[src/rtl/adc_flag_pkg.sv]
package adc_flag_pkg;
  parameter int unsigned NUM_PAIRS = 3;
  parameter int unsigned DATA_W    = 16;
  parameter int unsigned CTRL_W    = 16;
  parameter int unsigned EN_LSB    = 6;
  localparam int unsigned NUM_CH   = 2 * NUM_PAIRS;
  localparam int unsigned CH_W     = $clog2(NUM_CH);
endpackage

[src/rtl/adc_pair_slice.sv]
module adc_pair_slice #(
  parameter int unsigned DATA_W = 16
) (
  input  logic                  clk_i,
  input  logic                  rst_ni,
  input  logic                  load_i,
  input  logic [2*DATA_W-1:0]   sample_i,
  input  logic [1:0]            clr_i,
  output logic [1:0]            flag_o,
  output logic [2*DATA_W-1:0]   data_o
);
  for (genvar k = 0; k < 2; k++) begin : g_lane
    always_ff @(posedge clk_i or negedge rst_ni) begin
      if (!rst_ni) begin
        flag_o[k] <= 1'b0;
        data_o[k*DATA_W +: DATA_W] <= '0;
      end else if (load_i) begin
        flag_o[k] <= 1'b1;  // set wins over clear
        data_o[k*DATA_W +: DATA_W] <= sample_i[k*DATA_W +: DATA_W];
      end else if (clr_i[k]) begin
        flag_o[k] <= 1'b0;
      end
    end


    clr_drops_flag_chk: assert property (@(posedge clk_i) disable iff (!rst_ni)
      clr_i[k] && !load_i |=> !flag_o[k]);

    no_spurious_set_chk: assert property (@(posedge clk_i) disable iff (!rst_ni)
      !load_i && !flag_o[k] |=> !flag_o[k]);
  end


  pair_set_chk: assert property (@(posedge clk_i) disable iff (!rst_ni)
    load_i |=> flag_o == 2'b11);

  sample_capture_chk: assert property (@(posedge clk_i) disable iff (!rst_ni)
    load_i |=> data_o == $past(sample_i));
endmodule

[src/rtl/adc_rd_mux.sv]
module adc_rd_mux #(
  parameter int unsigned DATA_W = 16,
  parameter int unsigned NUM_CH = 6,
  parameter int unsigned CH_W   = 3
) (
  input  logic [CH_W-1:0]          ch_i,
  input  logic [NUM_CH*DATA_W-1:0] regs_i,
  output logic [DATA_W-1:0]        data_o
);
  always_comb begin
    data_o = '0;
    for (int c = 0; c < NUM_CH; c++)
      if (ch_i == CH_W'(c)) data_o = regs_i[c*DATA_W +: DATA_W];
  end
endmodule

[src/rtl/adc_flag_ctl.sv]
module adc_flag_ctl
  import adc_flag_pkg::*;
(
  input  logic                     clk_i,
  input  logic                     rst_ni,
  input  logic [NUM_PAIRS-1:0]     load_i,
  input  logic [NUM_CH*DATA_W-1:0] sample_i,
  input  logic                     rd_a_i,
  input  logic [CH_W-1:0]          rd_a_ch_i,
  output logic [DATA_W-1:0]        rd_a_data_o,
  input  logic                     rd_b_i,
  input  logic [CH_W-1:0]          rd_b_ch_i,
  output logic [DATA_W-1:0]        rd_b_data_o,
  input  logic                     ctrl_wr_i,
  input  logic [CTRL_W-1:0]        ctrl_wdata_i,
  input  logic                     gie_i,
  output logic [CTRL_W-1:0]        ctrl_o,
  output logic [NUM_PAIRS-1:0]     irq_o
);
  logic [NUM_CH-1:0]        flags;
  logic [NUM_CH-1:0]        clr;
  logic [NUM_PAIRS-1:0]     en_q;
  logic [NUM_CH*DATA_W-1:0] regs;

  for (genvar c = 0; c < NUM_CH; c++) begin : g_clr
    assign clr[c] = (rd_a_i && rd_a_ch_i == CH_W'(c)) ||
                    (rd_b_i && rd_b_ch_i == CH_W'(c));
  end

  for (genvar p = 0; p < NUM_PAIRS; p++) begin : g_pair
    adc_pair_slice #(.DATA_W(DATA_W)) u_slice (
      .clk_i    (clk_i),
      .rst_ni   (rst_ni),
      .load_i   (load_i[p]),
      .sample_i (sample_i[2*p*DATA_W +: 2*DATA_W]),
      .clr_i    (clr[2*p +: 2]),
      .flag_o   (flags[2*p +: 2]),
      .data_o   (regs[2*p*DATA_W +: 2*DATA_W])
    );
    assign irq_o[p] = gie_i && en_q[p] && (flags[2*p] || flags[2*p+1]);
  end

  always_ff @(posedge clk_i or negedge rst_ni) begin
    if (!rst_ni)        en_q <= '0;
    else if (ctrl_wr_i) en_q <= ctrl_wdata_i[EN_LSB +: NUM_PAIRS];
  end

  always_comb begin
    ctrl_o = '0;
    ctrl_o[NUM_CH-1:0] = flags;
    ctrl_o[EN_LSB +: NUM_PAIRS] = en_q;
  end

  adc_rd_mux #(.DATA_W(DATA_W), .NUM_CH(NUM_CH), .CH_W(CH_W)) u_mux_a (
    .ch_i(rd_a_ch_i), .regs_i(regs), .data_o(rd_a_data_o));
  adc_rd_mux #(.DATA_W(DATA_W), .NUM_CH(NUM_CH), .CH_W(CH_W)) u_mux_b (
    .ch_i(rd_b_ch_i), .regs_i(regs), .data_o(rd_b_data_o));


  irq_gate_chk: assert property (@(posedge clk_i) disable iff (!rst_ni)
    !gie_i |-> irq_o == '0);

  en_write_chk: assert property (@(posedge clk_i) disable iff (!rst_ni)
    ctrl_wr_i |=> ctrl_o[EN_LSB +: NUM_PAIRS] == $past(ctrl_wdata_i[EN_LSB +: NUM_PAIRS]));

  wr_no_flag_chk: assert property (@(posedge clk_i) disable iff (!rst_ni)
    ctrl_wr_i && load_i == '0 && !rd_a_i && !rd_b_i |=> $stable(ctrl_o[NUM_CH-1:0]));

  bad_ch_chk: assert property (@(posedge clk_i) disable iff (!rst_ni)
    rd_a_i && rd_a_ch_i >= CH_W'(NUM_CH) && !rd_b_i && load_i == '0
    |=> $stable(ctrl_o[NUM_CH-1:0]));
endmodule

[config.mk]
export PLATFORM = sky130hd
export DESIGN_NAME = adc_flag_ctl
export DESIGN_NICKNAME = d
export VERILOG_FILES = /design/src/rtl/adc_flag_pkg.sv /design/src/rtl/adc_pair_slice.sv /design/src/rtl/adc_rd_mux.sv /design/src/rtl/adc_flag_ctl.sv
export SDC_FILE = /design/constraint.sdc
export NUM_CORES = 1
export LEC_CHECK = 0
export ABC_AREA = 1
export BUFFER_PORTS_ARGS = -buffer_cell sky130_fd_sc_hd__buf_2
export CORE_AREA = 10 10 116 118
export DETAILED_ROUTE_END_ITERATION = 12
export DIE_AREA = 0 0 126 128
export PLACE_DENSITY = 0.82
export REMOVE_ABC_BUFFERS = 1
export SKIP_LAST_GASP = 1
export SYNTH_ARGS = -nofsm -noshare
export SYNTH_HDL_FRONTEND = slang
export SYNTH_SLANG_ARGS = --single-unit
[constraint.sdc]
create_clock -name clk_i -period 1.9 [get_ports clk_i]
set_input_delay 0.475 -clock clk_i [delete_from_list [all_inputs] [get_ports clk_i]]
set_output_delay 0.475 -clock clk_i [all_outputs]
set_load 0.05 [all_outputs]
==> flow_summary_export.csv <==
group,metric,value,unit
status,run_status,"finished, violations left",
status,failing_checks,"setup timing",
placed_design,io_buffer_count,157,
detailed_routing,post_drt_wl_per_cell,18.18,um
timing,final_number_of_max_transition_violations,0,
setup_path,critical_path.startpoint,"rd_a_ch_i[0]",
setup_path,critical_path_peak_fanout,7,
clock_tree,cts_sinks,105,
detailed_routing,viasPerCell,5.543,
global_route,global_route.usage.total,23.94,%
placed_design,routabilityCongestion,0.8843,
timing,clock_skew,0,ps
floorplanning,core_region_area,0.01122,mm2
global_route,grt_first_pass_wirelength,31220,um
clock_tree,clkLatencyLatePin,340,ps
timing,finalCriticalPeriod,2049,ps
global_route,grt_overflow,0,
detailed_routing,met1_length,7860,um
setup_path,r2r_setup_slack,1190,ps
floorplanning,initial_utilization,50.26,%
setup_path,worst_endpoint_data_arrival_time,1570,ps
logic_synthesis,ys.warnings.count,0,
logic_synthesis,netlist_top_cells_area,"dfrtp_1 (47%), nand2_1 (27%), nand4_1 (7.5%), nor2_1 (4.5%), nand3_1 (3.7%)",
cells_and_area,layout_common_cells,"nand2_1 (373), buf_2 (118), dfrtp_1 (105)",
detailed_routing,first_pass_iters,6,
floorplanning,die_height,128,um
logic_synthesis,yosys_register_bits,105,
setup_path,reg2reg_depth,2,
detailed_routing,drc,0,
detailed_routing,postRouteWirelength,20420,um
timing,setup_viol,32,
setup_path,r2r_startpoint,"g_pair[2].u_slice.flag_o[0]",
power,total_leakage_power,4.003,nW
logic_synthesis,yosysTopAreaCell,"dfrtp_1",
clock_tree,clock-root-buffer,"clkbuf_16",
detailed_routing,top_layer,"met4",
timing,layout_worst_path_cycle_share,107.8,%
clock_tree,max-clock-path-buffers,2,
job,max-cap-violations,0,
floorplanning,number_of_cell_rows,39,
logic_synthesis,post_synth_instance_area,0.005640,mm2
placed_design,hpwlAfterDp,13970,um
timing,max_freq,488.1,MHz
clock_tree,clock_tree.htree_level_count,3,
timing,postLayoutSetupSlackWorst,-148.9,ps
cells_and_area,mostFrequentLayoutCell,"nand2_1",
logic_synthesis,netlist-cell-type-count,18,
cells_and_area,syn_to_final_growth,35.69,%
logic_synthesis,post-synth-top-area-fraction,46.58,%
logic_synthesis,netlist_instances,794,
detailed_routing,num_vias,6225,
setup_path,startpoint_type,"primary input",
floorplanning,die-width,126,um
clock_tree,clkSlewWorstSetupHoldPaths,70,ps
global_route,via_count_of_the_first_global_routing_pass,6157,
power,ir_worst_vdd,0.7829,mV
power,p_per_area,774.1,mW/mm2
logic_synthesis,seq_area_frac_synth,46.58,%
timing,finalSetupTns,-2571,ps
setup_path,worstReg2RegEnd,"g_pair[2].u_slice.flag_o[0]",
cells_and_area,layout.area.seq,0.002628,mm2
clock_tree,cts_inserted_buffers,9,
timing,hold_violations,0,
cells_and_area,final_util,68.19,%
cells_and_area,area_occupied_by_multi_input_gates,0.002824,mm2
floorplanning,io-pin-count,178,
setup_path,endpoint_kind,"output port",
floorplanning,die_area,0.01613,mm2
detailed_routing,met3WireLength,2186,um
global_route,antenna_found_initial,4,
timing,rsz0062_at_grt,"true",
setup_path,path_class,"in -> out",
hold_path,worst_hold_path_type,"in -> async",
detailed_routing,antenna_left,0,
detailed_routing,route.met2.wl,9771,um
clock_tree,clock_tree_from_tritoncts,"yes",
detailed_routing,drt_first_iter_violations,626,
global_route,grt_start_max_net_pins,59,
cells_and_area,nFillCells,909,
setup_path,worst_ep_required_time,1420,ps
logic_synthesis,synth_area_per_cell,7.104,um2
cells_and_area,post_route_cells_drive_above_1_share,30.02,%
cells_and_area,fin_nets,1099,
power,p_total,5.925,mW
-- metrics by stage --
step	hold WS [ps]	setup slack [ps]	instance area (um2)	cells
global route	6.963	-214.9	7654	1123
detailed placement	367.6	-237.4	6738	1094
floorplan	179.4	-436.5	5368	747
finish	8.476	-148.9	7654	1123
CTS	3.500	-84.19	7460	1117
global placement	367.0	-238.7	6738	1094
-- layer usage --
metal	vias to the layer above	global-route usage [%]
li1	2886	-
met1	2892	28.83
met2	386	38.99
met3	61	7.444
met4	0	9.980
met5	-	0
-- Yosys cell counts --
cell	n
buf_1	1
buf_2	11
buf_4	14
buf_6	4
clkbuf_1	23
clkinv_1	3
conb_1	1
dfrtp_1	105
inv_1	22
inv_2	4
nand2_1	399
nand3_1	42
nand4_1	68
nor2_1	67
nor2_2	2
nor3_1	3
nor3_4	6
o21ai_0	19
-- power by group --
group	internal (mW)	leakage [nW]	total (mW)	switching [mW]
clock network	0.956	0.136	1.77	0.816
logic	0.542	2.61	1.57	1.03
registers	2.43	1.26	2.58	0.155
-- final cells by class --
class / instances / area share (%)
Antenna cell: 4 / 0.1308
Clock buffer: 13 / 3.400
Clock inverter: 2 / 0.1798
Inverter: 29 / 1.618
Multi-Input combinational cell: 613 / 36.90
Sequential cell: 105 / 34.33
Tap cell: 143 / 2.338
Timing Repair Buffer: 214 / 21.11
-- registers in the layout, summed over array words and instances, names as in the netlist --
register and cells:
en_q 3, g_pair.u_slice.data_o 96, g_pair.u_slice.flag_o 6
-- critical path, stage by stage --
cell     delay (ps)
buf_8           100
inv_2           130
nand3_2         110
buf_4           200
nor2_1          130
nor2_1           70
nand4_1         160
buf_6           190
-- worst max-delay path by stage --
stage	endpoint	slack (ps)	cells past startpoint
6_report	rd_a_data_o[5]	-150	8
5_1_grt	rd_a_data_o[5]	-210	8
4_1_cts	rd_a_data_o[5]	-80	7
3_5_place_dp	rd_a_data_o[5]	-240	8
3_3_place_gp	rd_a_data_o[5]	-240	8
2_1_floorplan	rd_a_data_o[0]	-440	5
-- cells by family (layout without fill, tap and decap cells) --
group                  after synthesis  count (layout)  synth area share, %
buffers and inverters               82             258                7.165
flip-flops                         105             105                46.58
AO/OA/AOI/OAI                       19              19                1.686
AND/OR/NAND/NOR                    587             587                44.50
other                                1              11              0.06648
-- timing repair --
action,CTS,global route
gates cloned,5,0
pin swaps,25,32
buffers inserted,3,3
setup endpoints to repair,32,32
gates resized for setup,124,52
hold buffers,0,0
No activity file was read; power rests on OpenSTA's default activity.
